<file path="config.mk">
export PLATFORM = sky130hd
export DESIGN_NAME = fcu_branch_unit
export DESIGN_NICKNAME = d
export VERILOG_FILES = /design/src/rtl/fcu_pkg.sv /design/src/rtl/fcu_adder.sv /design/src/rtl/fcu_cond.sv /design/src/rtl/fcu_branch_unit.sv
export SDC_FILE = /design/constraint.sdc
export NUM_CORES = 1
export LEC_CHECK = 0
export BUFFER_PORTS_ARGS = -buffer_cell sky130_fd_sc_hd__buf_2
export CORE_MARGIN = 1.5
export CORE_UTILIZATION = 50
export CTS_CLUSTER_SIZE = 14
export DETAILED_ROUTE_END_ITERATION = 12
export PLACE_DENSITY = 0.78
export SYNTH_ARGS = -nofsm -noshare
export SYNTH_HDL_FRONTEND = slang
export SYNTH_HIERARCHICAL = 1
export SYNTH_SLANG_ARGS = --single-unit
export TNS_END_PERCENT = 50
</file>
<file path="constraint.sdc">
create_clock -name clk -period 9.8 [get_ports clk]
set_input_delay 0.98 -clock clk [delete_from_list [all_inputs] [get_ports clk]]
set_output_delay 0.98 -clock clk [all_outputs]
set_load 0.01 [all_outputs]
</file>
<file path="src/rtl/fcu_pkg.sv">
package fcu_pkg;
  localparam int DATA_W = 8;
  localparam int COND_W = 5;

  typedef logic [COND_W-1:0] cond_t;

  typedef struct packed {
    logic c;
    logic s;
    logic z;
    logic v;
  } flags_t;

  // Flag tests
  localparam cond_t CC_ZSET = 5'd1;
  localparam cond_t CC_ZCLR = 5'd2;
  localparam cond_t CC_CSET = 5'd3;
  localparam cond_t CC_CCLR = 5'd4;
  localparam cond_t CC_PLUS = 5'd5;
  localparam cond_t CC_MINS = 5'd6;
  localparam cond_t CC_VSET = 5'd7;
  localparam cond_t CC_VCLR = 5'd8;
  // Unsigned compares after A-B
  localparam cond_t CC_UGT  = 5'd9;
  localparam cond_t CC_UGE  = 5'd10;
  localparam cond_t CC_ULT  = 5'd11;
  localparam cond_t CC_ULE  = 5'd12;
  localparam cond_t CC_UEQ  = 5'd13;
  localparam cond_t CC_UNE  = 5'd14;
  // Signed compares after A-B
  localparam cond_t CC_SGT  = 5'd15;
  localparam cond_t CC_SGE  = 5'd16;
  localparam cond_t CC_SLT  = 5'd17;
  localparam cond_t CC_SLE  = 5'd18;
  localparam cond_t CC_SEQ  = 5'd19;
  localparam cond_t CC_SNE  = 5'd20;
endpackage

</file>
<file path="src/rtl/fcu_adder.sv">
module fcu_adder
  import fcu_pkg::*;
#(
  parameter int W = DATA_W
) (
  input  logic [W-1:0] a,
  input  logic [W-1:0] b,
  input  logic         sub,
  output logic [W-1:0] sum,
  output flags_t       flags
);
  localparam int LOW_W = W - 1;

  logic [W-1:0]   b_eff;
  logic [LOW_W:0] low;
  logic [1:0]     top;
  logic           c_into_msb;

  assign b_eff      = sub ? ~b : b;
  // Lower bits with carry-in, the extra bit is the carry into the MSB
  assign low        = {1'b0, a[LOW_W-1:0]} + {1'b0, b_eff[LOW_W-1:0]} + {{LOW_W{1'b0}}, sub};
  assign c_into_msb = low[LOW_W];
  assign top        = {1'b0, a[W-1]} + {1'b0, b_eff[W-1]} + {1'b0, c_into_msb};

  assign sum     = {top[0], low[LOW_W-1:0]};
  assign flags.c = top[1];
  assign flags.s = top[0];
  assign flags.z = (sum == '0);
  assign flags.v = c_into_msb ^ top[1];
endmodule

</file>
<file path="src/rtl/fcu_cond.sv">
module fcu_cond
  import fcu_pkg::*;
(
  input  flags_t f,
  input  cond_t  code,
  output logic   taken
);
  logic lt_signed;
  assign lt_signed = f.s ^ f.v;

  always_comb begin
    unique case (code)
      CC_ZSET, CC_UEQ, CC_SEQ: taken = f.z;
      CC_ZCLR, CC_UNE, CC_SNE: taken = ~f.z;
      CC_CSET, CC_UGE:         taken = f.c;
      CC_CCLR, CC_ULT:         taken = ~f.c;
      CC_PLUS:                 taken = ~f.s;
      CC_MINS:                 taken = f.s;
      CC_VSET:                 taken = f.v;
      CC_VCLR:                 taken = ~f.v;
      CC_UGT:                  taken = f.c & ~f.z;
      CC_ULE:                  taken = ~f.c | f.z;
      CC_SGT:                  taken = ~lt_signed & ~f.z;
      CC_SGE:                  taken = ~lt_signed;
      CC_SLT:                  taken = lt_signed;
      CC_SLE:                  taken = lt_signed | f.z;
      default:                 taken = 1'b0;
    endcase
  end
endmodule

</file>
<file path="src/rtl/fcu_branch_unit.sv">
module fcu_branch_unit
  import fcu_pkg::*;
(
  input  logic              clk,
  input  logic              rst_n,
  input  logic              in_valid,
  output logic              in_ready,
  input  logic [DATA_W-1:0] in_a,
  input  logic [DATA_W-1:0] in_b,
  input  logic              in_sub,
  input  logic [COND_W-1:0] in_cond,
  output logic              out_valid,
  input  logic              out_ready,
  output logic [DATA_W-1:0] out_result,
  output logic              out_carry,
  output logic              out_sign,
  output logic              out_zero,
  output logic              out_ovf,
  output logic              out_taken
);
  logic [DATA_W-1:0] sum_d;
  flags_t            flags_d;
  logic              taken_d;
  flags_t            flags_q;
  logic              accept;

  fcu_adder #(.W(DATA_W)) u_add (
    .a(in_a), .b(in_b), .sub(in_sub), .sum(sum_d), .flags(flags_d)
  );

  fcu_cond u_cond (.f(flags_d), .code(in_cond), .taken(taken_d));

  assign in_ready = !out_valid || out_ready;
  assign accept   = in_valid && in_ready;

  always_ff @(posedge clk) begin
    if (!rst_n) begin
      out_valid <= 1'b0;
    end else if (accept) begin
      out_valid <= 1'b1;
    end else if (out_ready) begin
      out_valid <= 1'b0;
    end
  end

  always_ff @(posedge clk) begin
    if (accept) begin
      out_result <= sum_d;
      flags_q    <= flags_d;
      out_taken  <= taken_d;
    end
  end

  assign out_carry = flags_q.c;
  assign out_sign  = flags_q.s;
  assign out_zero  = flags_q.z;
  assign out_ovf   = flags_q.v;

  // sign flag tracks the registered result MSB
  p_sign_bit_r3: assert property (@(posedge clk) disable iff (!rst_n)
    out_valid |-> (out_sign == out_result[DATA_W-1]));
  // zero flag tracks an all-zero result
  p_zero_flag_r3: assert property (@(posedge clk) disable iff (!rst_n)
    out_valid |-> (out_zero == (out_result == '0)));
  // an accepted operation is presented next cycle
  p_accept_shows_r9: assert property (@(posedge clk) disable iff (!rst_n)
    (in_valid && in_ready) |=> out_valid);
  // stalled output holds every field
  p_stall_hold_r9: assert property (@(posedge clk) disable iff (!rst_n)
    (out_valid && !out_ready) |=> (out_valid && $stable(out_result) && $stable(out_taken)
      && $stable(out_carry) && $stable(out_ovf)));
  // empty stage always ready
  p_empty_ready_r9: assert property (@(posedge clk) disable iff (!rst_n)
    !out_valid |-> in_ready);
  // for subtraction, an equal pair gives zero with carry set (no borrow)
  p_sub_equal_r2: assert property (@(posedge clk) disable iff (!rst_n)
    (in_valid && in_ready && in_sub && in_a == in_b) |=> (out_zero && out_carry));
endmodule

</file>
# After elaboration in Yosys (flattened, before gate mapping)
# Cells that the tools add are included.
# op_classes
eq_ne	20
mux	4
reduce_logical	9
n_addsub	4
bitwise_logic	12
# op_table
operator	count
$eq 5x4->1 const B	8
$eq 5x5->1 const B	5
$eq 5x3->1 const B	4
$pmux 1 s14	1
$eq 5x2->1 const B	2
$add 7x7->8	1
$add 8x1->8	1
$logic_not 8->1	1
$mux 8	1
$not 8->8	1
$reduce_or 3->1	2
$eq 5x1->1 const B	1
$not 1->1	5
$reduce_or 2->1	2
$add 1x1->2	1
$add 2x1->2	1
$and 1x1->1	2
$mux 1	2
$or 1x1->1	2
$reduce_bool 2->1	1
$xor 1x1->1	2
$logic_and 1x1->1	1
$logic_not 1->1	1
$logic_or 1x1->1	1
# totals
word_cells	56
in_bits	26
regBits	14

# Depth between registers and ports, before layout
# Gate-level depths: netlist (run 1).
# logic_depth
word_depth	10
ltp_mapped	19
ltp_nobuf	18

# By module
# The synthesis (run 1) kept the hierarchy.
# by_module_without_submodules
mod	instances	seq_area_each_um2	cells_each	area_per_inst_um2
fcu_adder	1	0.0	55	457.9
fcu_branch_unit	1	410.4	18	447.9
fcu_cond	1	0.0	46	294.0

# Worst setup path before layout (run 1)
# OpenSTA, ideal clock, no wires.
# synth_path
path_type	in2reg
start	input port in_sub
end	register out_taken, data pin
path_slack_ns	5.339
cell_stages	17
t_arrival_ns	4.190
required_ns	9.529
setup_ns	0.271
path_cell_list	buf_6 > xor2_1 > ha_1 > a21oi_1 > o21ai_2 > o311a_1 > o21ai_0 > nand2b_1 > fa_1 > nor4_1 > nor4bb_2 > clkbuf_1 > nor3b_1 > nand3_1 > o31ai_1 > a211oi_1 > o211ai_1
# synth_lines
item	line_no	text
from (decl)	fcu_branch_unit.sv:10	input logic in_sub,
to (signal assigned)	fcu_branch_unit.sv:50	out_taken <= taken_d;
to (decl)	fcu_branch_unit.sv:19	output logic out_taken

==> flow_summary_export.csv, run 1 <==
group,metric,value,unit
min_path,min_to,"out_valid$_SDFFE_PN0P_",
global_routing,overflow,0,
detailed_routing,num_vias,1080,
global_routing,grt_max_degree,14,
worst_setup_path,cpPeakStageDelay,0.77,ns
clocking,cts_resized,0,
min_path,hp-class,"register to register",
detailed_routing,ant_nets,0,
sta,holdWs,0.518,ns
logic_synthesis,synth_top_cell_by_area,"edfxtp_1",
worst_setup_path,cp_cell_sequence,"buf_2, xor2_1, ha_1, or2_1, a21o_1, o311a_1, o21ai_0, nand2b_1, fa_1, nor4_1, nor4bb_2, inv_1, a211o_1, nand3_1, o21ai_1, o211ai_1",
worst_setup_path,reg2reg_slack,8.82,ns
floorplanning,core-area,2230,µm²
worst_setup_path,critPathCaptureType,"register",
logic_synthesis,synth_top_flop_cell,"edfxtp_1",
sta,period_minus_slack,4.77,ns
worst_setup_path,startpoint_type,"input port",
logic_synthesis,yosysWarnings,6,
sta,setup_violations,0,
clocking,clockBufferDepth,2,
logic_synthesis,synth_edf_count,13,
cells_and_area,drive_gt1_frac,0.329,
global_routing,grt_use_total,0.195,
cells_and_area,synthToLayoutAreaGrowth,19.4,%
cells_and_area,antenna_cells,0,
worst_setup_path,reg2reg_to,"out_taken$_DFFE_PP_",
detailed_routing,wl_per_cell,13.0,µm
place,port_buffers,40,
place,dp.cells,182,
logic_synthesis,async_flop_share,0,
logic_synthesis,syn_inst,119,
detailed_routing,viasPerCell,5.81,
place,dp_hpwl,1940,µm
logic_synthesis,synth_top_area_frac,0.325,
global_routing,met1_usage,0.238,
logic_synthesis,synth_area,1200,µm²
clocking,cts_tree,"yes",
worst_setup_path,required,9.92,ns
sta,skew,0.00326,ns
sta,max_slew.worst_pin.slew,0.819,ns
detailed_routing,first_pass_iters,4,
logic_synthesis,synthTopCellsByCount,"edfxtp_1 (13), inv_1 (10), xor2_1 (10)",
cells_and_area,final_nets,193,
clocking,cts_setup_buffers,0,
clocking,worstSkewPairLatency,0.28,ns
detailed_routing,routed_wl,2410,µm
sta,fin_crit_sh,0.487,
power,powerDensity,143,nW/µm²
min_path,holdPathStages,2,
floorplanning,io_pins,41,
clocking,cts_root_buf,"clkbuf_4",
clocking,cts_buffers,3,
detailed_routing,drt_iter0_drc,29,
power,p_total,0.204,mW
worst_setup_path,cp.arrival,4.89,ns
worst_setup_path,r2r-start,"out_valid$_SDFFE_PN0P_",
sta,tns,0,ns
global_routing,grt_pass1_wl,3940,µm
power,power_leakage,0.615,nW
floorplanning,die_h,52.0,µm
power,peakVddDrop,96.9,µV
cells_and_area,instances_no_fill,186,
min_path,worstHoldStart,"out_valid$_SDFFE_PN0P_",
worst_setup_path,critPathSlowestCell,"nor4bb_2",
sta,fmax,210,MHz
global_routing,grt_pass1_vias,954,
logic_synthesis,syn_area_per_cell,10.1,µm²
clocking,clkTransAtPathRegs,0.08,ns
global_routing,busiest_layer,"met2",
floorplanning,rows,17,
sta,relSlewSlack,0.446,
global_routing,grt_use_met2,0.344,
place,globalplace.congestion,0.888,
global_routing,antenna_found_initial,0,
logic_synthesis,yosysSeqAreaShare,0.342,
logic_synthesis,yosysMostFrequentCell,"edfxtp_1",
clocking,htreeDepth,1,
worst_setup_path,cp_max_fo,9,
global_routing,use_met3,0.0259,
cells_and_area,utilization,0.641,
worst_setup_path,critPathKind,"input port to register",
logic_synthesis,ys_types,48,
detailed_routing,drc,0,
worst_setup_path,r2r_cells,2,
sta,rsz0062_at_grt,"no",
flow_run,cap_violations,0,
logic_synthesis,ys_seq_elements,14,
sta,hold_viol_final,0,
sta,drv_slew,0,
floorplanning,chipWidth,52.0,µm
floorplanning,die_area,2700,µm²
logic_synthesis,mappedNetlistNets,153,
floorplanning,start_util,0.537,
outcome,status,"finished, final reports clean",
logic_synthesis,synthTopCellsByArea,"edfxtp_1 (33%), xor2_1 (7.3%), ha_1 (6.3%), fa_1 (3.3%), inv_1 (3.1%)",
clocking,cts_hold_buf,0,
clocking,cts.sinks,14,
cell usage in the layout, fill, tap and decap left out, types with 3 or more instances in the layout:
cell / count
buf_2: 40
edfxtp_1: 13
inv_1: 10
xor2_1: 10
nand3_1: 7
a21oi_1: 6
ha_1: 6
o31ai_1: 4
nor2_1: 4
clkbuf_4: 3
nand2_1: 3
nand2b_1: 3
nor2b_1: 3
xnor2_1: 3
a211oi_1: 3
nor3b_1: 3
state kept, by name, indices dropped and copies added, names as in the netlist:
| name | flops |
|---|---|
| out_sign | 1 |
| out_ovf | 1 |
| out_taken | 1 |
| out_carry | 1 |
| out_zero | 1 |
| out_valid | 1 |
| out_result | 8 |
cell type report:
cell class / instances / area [µm²]
timing repair buffer: 40 / 200
tap: 28 / 35.0
sequential: 14 / 410
fill: 191 / 801
clock buffer: 4 / 36.3
inverter: 11 / 41.3
multi-input combinational: 89 / 709
cell families (layout without fill, tap and decap cells):
family | after synthesis | count (layout) | synth area share
multiplexers | 1 | 1 | 0.0115
flip-flops | 14 | 14 | 0.342
AO/OA/AOI/OAI | 31 | 31 | 0.190
buffers and inverters | 16 | 55 | 0.0667
adder cells (fa/ha/maj) | 8 | 8 | 0.0959
XOR/XNOR | 13 | 13 | 0.0949
AND/OR/NAND/NOR | 36 | 36 | 0.199
power breakdown:
part / internal (mW) / switching (mW) / total (mW)
registers: 0.0776 / 0.00201 / 0.0796
clock network: 0.0226 / 0.0180 / 0.0406
logic: 0.0354 / 0.0487 / 0.0842
total: 0.136 / 0.0687 / 0.204
worst max-delay path by stage:
stage	start	endpoint	slack, ns	cells past startpoint
after floorplan	in_sub	out_taken$_DFFE_PP_	5.34	17
after global placement	in_sub	out_taken$_DFFE_PP_	4.93	16
after detailed placement	in_sub	out_taken$_DFFE_PP_	4.81	16
after CTS	in_sub	out_taken$_DFFE_PP_	5.10	16
after global routing	in_sub	out_taken$_DFFE_PP_	4.69	16
final	in_sub	out_taken$_DFFE_PP_	5.03	16
metrics by stage:
| stage | instance area, µm² | worst slack (ns) |
|---|---|---|
| 2_1_floorplan | 1200 | 5.34 |
| 3_3_place_gp | 1400 | 4.93 |
| 3_5_place_dp | 1400 | 4.81 |
| 4_1_cts | 1430 | 5.10 |
| 5_1_grt | 1430 | 4.69 |
| 6_report | 1430 | 5.03 |
worst max-delay path, delay by kind of cell:
family / cells / cell delay, ns
buffers and inverters: 2 / 0.30
XOR/XNOR: 1 / 0.18
adder cells (fa/ha/maj): 2 / 0.91
AND/OR/NAND/NOR: 5 / 1.47
AO/OA/AOI/OAI: 6 / 1.02
routing by layer:
metal  vias up  wire length (µm)
li1        530                 -
met1       490              1040
met2        54              1170
met3         6               162
met4         0                40
met5         -                 0
No activity file was read; power rests on OpenSTA's default activity.
==> run 2, diff against run 1 <==
--- a/config.mk
+++ b/config.mk
@@ -5,12 +5,13 @@
 export SDC_FILE = /design/constraint.sdc
 export NUM_CORES = 1
 export LEC_CHECK = 0
+export ABC_AREA = 1
 export BUFFER_PORTS_ARGS = -buffer_cell sky130_fd_sc_hd__buf_2
 export CORE_MARGIN = 1.5
-export CORE_UTILIZATION = 50
+export CORE_UTILIZATION = 46
 export CTS_CLUSTER_SIZE = 14
 export DETAILED_ROUTE_END_ITERATION = 12
-export PLACE_DENSITY = 0.78
+export PLACE_DENSITY = 0.74
 export SYNTH_ARGS = -nofsm -noshare
 export SYNTH_HDL_FRONTEND = slang
 export SYNTH_HIERARCHICAL = 1
==> constraint.sdc (replaced) <==
create_clock -name clk -period 3.9 [get_ports clk]
set_input_delay 0.39 -clock clk [delete_from_list [all_inputs] [get_ports clk]]
set_output_delay 0.39 -clock clk [all_outputs]
set_load 0.01 [all_outputs]
==> flow_summary_export.csv, run 2 <==
group,metric,value,unit
detailed_routing,ant_nets,0,
clocking,worstSkewPairLatency,0.27,ns
power,seq_power_share,0.383,
clocking,clockBufferDepth,2,
clocking,clkTransAtPathRegs,0.08,ns
floorplanning,chipWidth,56.6,µm
detailed_routing,viasPerCell,4.80,
cells_and_area,antenna_cells,0,
sta,period_minus_slack,3.15,ns
floorplanning,rows,19,
global_routing,grt_pass1_wl,4420,µm
detailed_routing,routed_wl,2430,µm
cells_and_area,nFillCells,267,
detailed_routing,wl_per_cell,9.31,µm
cells_and_area,instances_no_fill,261,
global_routing,grt_use_met2,0.259,
logic_synthesis,yosysWarnings,6,
flow_run,cap_violations,0,
clocking,cts_resized,0,
sta,fin_crit_sh,0.809,
clocking,htreeDepth,1,
worst_setup_path,cp_max_fo,8,
logic_synthesis,synth_top_cell_by_area,"edfxtp_1",
clocking,cts.sinks,14,
logic_synthesis,async_flop_share,0,
clocking,cts_setup_buffers,0,
sta,relSlewSlack,0.252,
place,dp_hpwl,2070,µm
place,port_buffers,40,
min_path,hp-class,"input port to register",
detailed_routing,num_vias,1252,
clocking,cts_hold_buf,0,
cells_and_area,utilization,0.575,
global_routing,use_met3,0.0207,
global_routing,met1_usage,0.241,
worst_setup_path,reg2reg_slack,2.31,ns
cells_and_area,synthToLayoutAreaGrowth,18.8,%
clocking,cts_buffers,3,
floorplanning,die_h,56.6,µm
cells_and_area,final_common_cell,"nand2_1",
logic_synthesis,synth_area,1320,µm²
power,p_comb_frac,0.425,
sta,tns,0,ns
global_routing,antenna_found_initial,0,
sta,skew,0.00136,ns
logic_synthesis,syn_inst,189,
power,switching_share,0.357,
sta,drv_slew,0,
worst_setup_path,startpoint_type,"input port",
logic_synthesis,synth_top_area_frac,0.295,
global_routing,grt_max_degree,14,
sta,fmax,317,MHz
floorplanning,die_area,3210,µm²
place,globalplace.congestion,0.921,
cells_and_area,most-common-layout-cells,"nand2_1 (62), buf_2 (40), inv_1 (26)",
global_routing,overflow,0,
sta,hold_viol_final,0,
worst_setup_path,critPathCaptureType,"register",
clocking,cts_tree,"yes",
worst_setup_path,critPathKind,"input port to register",
cells_and_area,drive_gt1_frac,0.287,
power,pwr-share-clk,0.192,
cells_and_area,largest_register_ffs,8,
power,p_total,0.513,mW
global_routing,grt_use_total,0.169,
cells_and_area,final_nets,265,
logic_synthesis,synthTopCellsByArea,"edfxtp_1 (30%), nand2_1 (18%), nand3_1 (8.3%), inv_1 (7.4%), ha_1 (5.7%)",
power,power_leakage,0.876,nW
outcome,status,"finished, final reports clean",
logic_synthesis,ys_seq_elements,14,
detailed_routing,drt_iter0_drc,42,
sta,rsz0062_at_grt,"no",
floorplanning,start_util,0.484,
floorplanning,io_pins,41,
global_routing,busiest_layer,"met2",
place,dp.cells,257,
logic_synthesis,mappedNetlistNets,223,
clocking,cts_root_buf,"clkbuf_4",
logic_synthesis,ys_types,24,
logic_synthesis,syn_area_per_cell,7.00,µm²
power,powerDensity,327,nW/µm²
cells_and_area,largest_register,"out_result",
power,peakVddDrop,253,µV
detailed_routing,drc,0,
global_routing,grt_pass1_vias,1091,
worst_setup_path,cp.arrival,3.18,ns
logic_synthesis,synth_edf_count,13,
logic_synthesis,synth_top_flop_cell,"edfxtp_1",
power,power.switching,0.183,mW
logic_synthesis,yosysMostFrequentCell,"nand2_1",
sta,setup_violations,0,
sta,max_slew.worst_pin.slew,1.12,ns
worst_setup_path,required,3.92,ns
floorplanning,core-area,2730,µm²
logic_synthesis,synthTopCellsByCount,"nand2_1 (62), inv_1 (26), nand3_1 (22)",
detailed_routing,first_pass_iters,4,
power,intPower,0.330,mW
logic_synthesis,yosysSeqAreaShare,0.310,
## run 2: cell types whose count changed after synthesis, moves of 4 or more
| cell | before | now |
|---|---|---|
| nand2_1 | 3 | 62 |
| inv_2 | 1 | 6 |
| nand3_1 | 7 | 22 |
| nand2_2 | 0 | 6 |
| inv_1 | 10 | 26 |
| nor2_1 | 4 | 12 |
| o31ai_1 | 4 | 0 |
## run 2: area by class of cell
type                    instances  area [µm²]  area share
inverters                      33         125      0.0796
clock buffers                   4        36.3      0.0231
repair buffers                 40         200       0.127
flip-flops and latches         14         410       0.261
well taps                      31        38.8      0.0247
multi-input cells             139         761       0.484
## run 2: path summary, 6_finish.rpt
check | start | to | depth (start not counted)
worst max register to register | out_valid$_SDFFE_PN0P_ | out_zero$_DFFE_PP_ | 1
worst min register to register | out_valid$_SDFFE_PN0P_ | out_valid$_SDFFE_PN0P_ | 2
worst max-delay path | in_sub | out_taken$_DFFE_PP_ | 20
worst min-delay path | rst_n | out_valid$_SDFFE_PN0P_ | 3
## run 2: layer usage
| metal | vias up | wire length [µm] |
|---|---|---|
| li1 | 682 | - |
| met1 | 525 | 1190 |
| met2 | 43 | 1040 |
| met3 | 2 | 177 |
| met4 | 0 | 19 |
| met5 | - | 0 |
## run 2: cell families (layout without fill, tap and decap cells)
logic type	count (synthesis)	in the layout	share of synthesized area
XOR/XNOR	8	8	0.0530
AND/OR/NAND/NOR	115	115	0.397
AO/OA/AOI/OAI	8	8	0.0378
flip-flops	14	14	0.310
adder cells (fa/ha/maj)	8	8	0.0870
buffers and inverters	36	77	0.114
## run 2: stage by stage
step,cell area (µm²),hold slack [ns],setup slack [ns]
6_report,1570,0.333,0.747
5_1_grt,1570,0.332,0.360
4_1_cts,1570,0.323,0.735
3_5_place_dp,1540,0.478,0.442
3_3_place_gp,1540,0.479,0.532
2_1_floorplan,1320,0.512,0.743
## run 2: power by group through the flow
stage | clock, mW | sequential, mW | combinational (mW)
2_1_floorplan | 0 | 0.212 | 0.150
3_3_place_gp | 0 | 0.200 | 0.217
3_5_place_dp | 0 | 0.201 | 0.218
4_1_cts | 0.103 | 0.197 | 0.218
5_1_grt | 0.110 | 0.199 | 0.248
6_report | 0.0988 | 0.197 | 0.218
## run 2: worst max-delay path, stage by stage
cell	delay [ns]
buf_2	0.18
xor2_1	0.18
ha_1	0.37
a21oi_1	0.23
nand2_2	0.09
nand4_1	0.09
nand2_1	0.09
fa_1	0.57
nor2_1	0.14
nand3_1	0.07
nor2_1	0.08
nand2_1	0.06
nor2_1	0.10
nand2_1	0.06
nor2_2	0.12
inv_1	0.08
nand2_1	0.07
nand2_1	0.04
nor2_1	0.09
nand3_1	0.07
==> run 3, diff against run 2 <==
--- a/config.mk
+++ b/config.mk
@@ -8,10 +8,10 @@
 export ABC_AREA = 1
 export BUFFER_PORTS_ARGS = -buffer_cell sky130_fd_sc_hd__buf_2
 export CORE_MARGIN = 1.5
-export CORE_UTILIZATION = 46
+export CORE_UTILIZATION = 50
 export CTS_CLUSTER_SIZE = 14
 export DETAILED_ROUTE_END_ITERATION = 12
-export PLACE_DENSITY = 0.74
+export PLACE_DENSITY = 0.76
 export SYNTH_ARGS = -nofsm -noshare
 export SYNTH_HDL_FRONTEND = slang
 export SYNTH_HIERARCHICAL = 1
==> constraint.sdc (replaced) <==
create_clock -name clk -period 3.23 [get_ports clk]
set_input_delay 0.323 -clock clk [delete_from_list [all_inputs] [get_ports clk]]
set_output_delay 0.323 -clock clk [all_outputs]
set_load 0.01 [all_outputs]
==> flow_summary_export.csv, run 3 (synthesis results as in run 2) <==
group,metric,value,unit
cells_and_area,most-common-layout-cells,"nand2_1 (62), buf_2 (40), inv_1 (26)",
detailed_routing,num_vias,1293,
cells_and_area,largest_register_ffs,8,
worst_setup_path,cp_max_fo,8,
power,power_leakage,0.900,nW
global_routing,grt_max_degree,14,
sta,drv_slew,0,
worst_setup_path,cp.arrival,2.96,ns
worst_setup_path,startpoint_type,"input port",
clocking,worstSkewPairLatency,0.27,ns
clocking,clockBufferDepth,2,
sta,rsz0062_at_grt,"no",
detailed_routing,viasPerCell,4.88,
clocking,cts_tree,"yes",
cells_and_area,final_nets,270,
sta,tns,0,ns
global_routing,antenna_found_initial,0,
clocking,cts_hold_buf,0,
sta,hold_viol_final,0,
floorplanning,rows,18,
clocking,cts.sinks,14,
sta,skew,0.00247,ns
cells_and_area,antenna_cells,0,
clocking,cts_resized,0,
power,powerDensity,394,nW/µm²
cells_and_area,nFillCells,234,
place,dp_hpwl,2100,µm
flow_run,cap_violations,0,
clocking,cts_setup_buffers,0,
detailed_routing,wl_per_cell,9.38,µm
place,place_ws,0.00498,ns
global_routing,overflow,0,
detailed_routing,first_pass_iters,4,
clocking,clkTransAtPathRegs,0.08,ns
sta,timing.final.ws_setup,0.292,ns
floorplanning,core-area,2500,µm²
sta,relSlewSlack,0.767,
cells_and_area,drive_gt1_frac,0.302,
place,globalplace.congestion,0.923,
power,peakVddDrop,304,µV
floorplanning,chipWidth,54.4,µm
global_routing,grt_pass1_vias,953,
min_path,hp-class,"input port to register",
detailed_routing,ant_nets,0,
sta,setup_violations,0,
detailed_routing,drc,0,
worst_setup_path,critPathKind,"input port to register",
place,port_buffers,40,
cells_and_area,synthToLayoutAreaGrowth,21.6,%
floorplanning,io_pins,41,
cells_and_area,largest_register,"out_result",
detailed_routing,drt_iter0_drc,29,
cells_and_area,final_common_cell,"nand2_1",
worst_setup_path,critPathCaptureType,"register",
sta,fmax,340,MHz
clocking,cts_root_buf,"clkbuf_4",
outcome,status,"finished, final reports clean",
sta,max_slew.worst_pin.slew,0.348,ns
global_routing,grt_use_total,0.181,
worst_setup_path,required,3.26,ns
sta,fin_crit_sh,0.910,
power,p_total,0.633,mW
floorplanning,die_h,54.4,µm
sta,period_minus_slack,2.94,ns
detailed_routing,routed_wl,2490,µm
clocking,htreeDepth,1,
floorplanning,start_util,0.529,
global_routing,grt_pass1_wl,3950,µm
floorplanning,die_area,2960,µm²
clocking,cts_buffers,3,
-- run 3: cell count changes in the layout (fill, tap and decap cells not counted) --
cell,previous run,this run
buf_4,0,5
-- run 3: stage by stage --
step | area [µm²] | cells | util | hold WS, ns
6_report | 1610 | 265 | 0.643 | 0.264
5_1_grt | 1610 | 265 | 0.643 | 0.279
4_1_cts | 1610 | 265 | 0.643 | 0.248
3_5_place_dp | 1570 | 261 | 0.629 | 0.482
3_3_place_gp | 1570 | 261 | 0.629 | 0.475
2_1_floorplan | 1320 | 189 | - | 0.445
-- run 3: worst paths after layout --
kind,slack (ns),start,to,depth (start not counted)
min reg2reg,0.49,out_valid$_SDFFE_PN0P_,out_valid$_SDFFE_PN0P_,2
max reg2reg,2.24,out_valid$_SDFFE_PN0P_,out_result[5]$_DFFE_PP_,2
max,0.29,in_sub,out_taken$_DFFE_PP_,20
min,0.26,rst_n,out_valid$_SDFFE_PN0P_,3
-- run 3: power by group --
group	total, mW	switching [mW]	internal, mW	leakage (nW)
Combinational	0.277	0.169	0.109	0.745
Sequential	0.237	0.00485	0.232	0.135
Clock	0.119	0.0504	0.0685	0.0210
-- run 3: critical path: stages --
cell and delay, ns:
buf_2 0.18, xor2_1 0.18, ha_1 0.34, a21oi_1 0.22
nand2_2 0.09, nand4_1 0.10, nand2_1 0.10, fa_1 0.49
nor2_1 0.12, nand3_1 0.07, nor2_1 0.09, nand2_1 0.05
nor2_1 0.09, nand2_1 0.06, nor2_2 0.11, inv_1 0.08
nand2_1 0.07, nand2_1 0.04, nor2_1 0.09, nand3_1 0.07
-- run 3: routing by layer --
layer  part of all wire  GRT usage  routed length, µm  vias to the layer above
met4             0.0052     0.0750                 13                        0
met1               0.48      0.250               1200                      559
li1                   -          -                  -                      684
met2               0.44      0.297               1110                       48
met5                  0          0                  0                        -
met3              0.069    0.00820                171                        2
-- run 3: cell type report --
cell class,count,area [µm²],share of cell area
repair buffers,45,238,0.148
multi-input cells,139,761,0.473
clock buffers,4,36.3,0.0226
well taps,30,37.5,0.0233
inverters,33,125,0.0778
flip-flops and latches,14,410,0.255
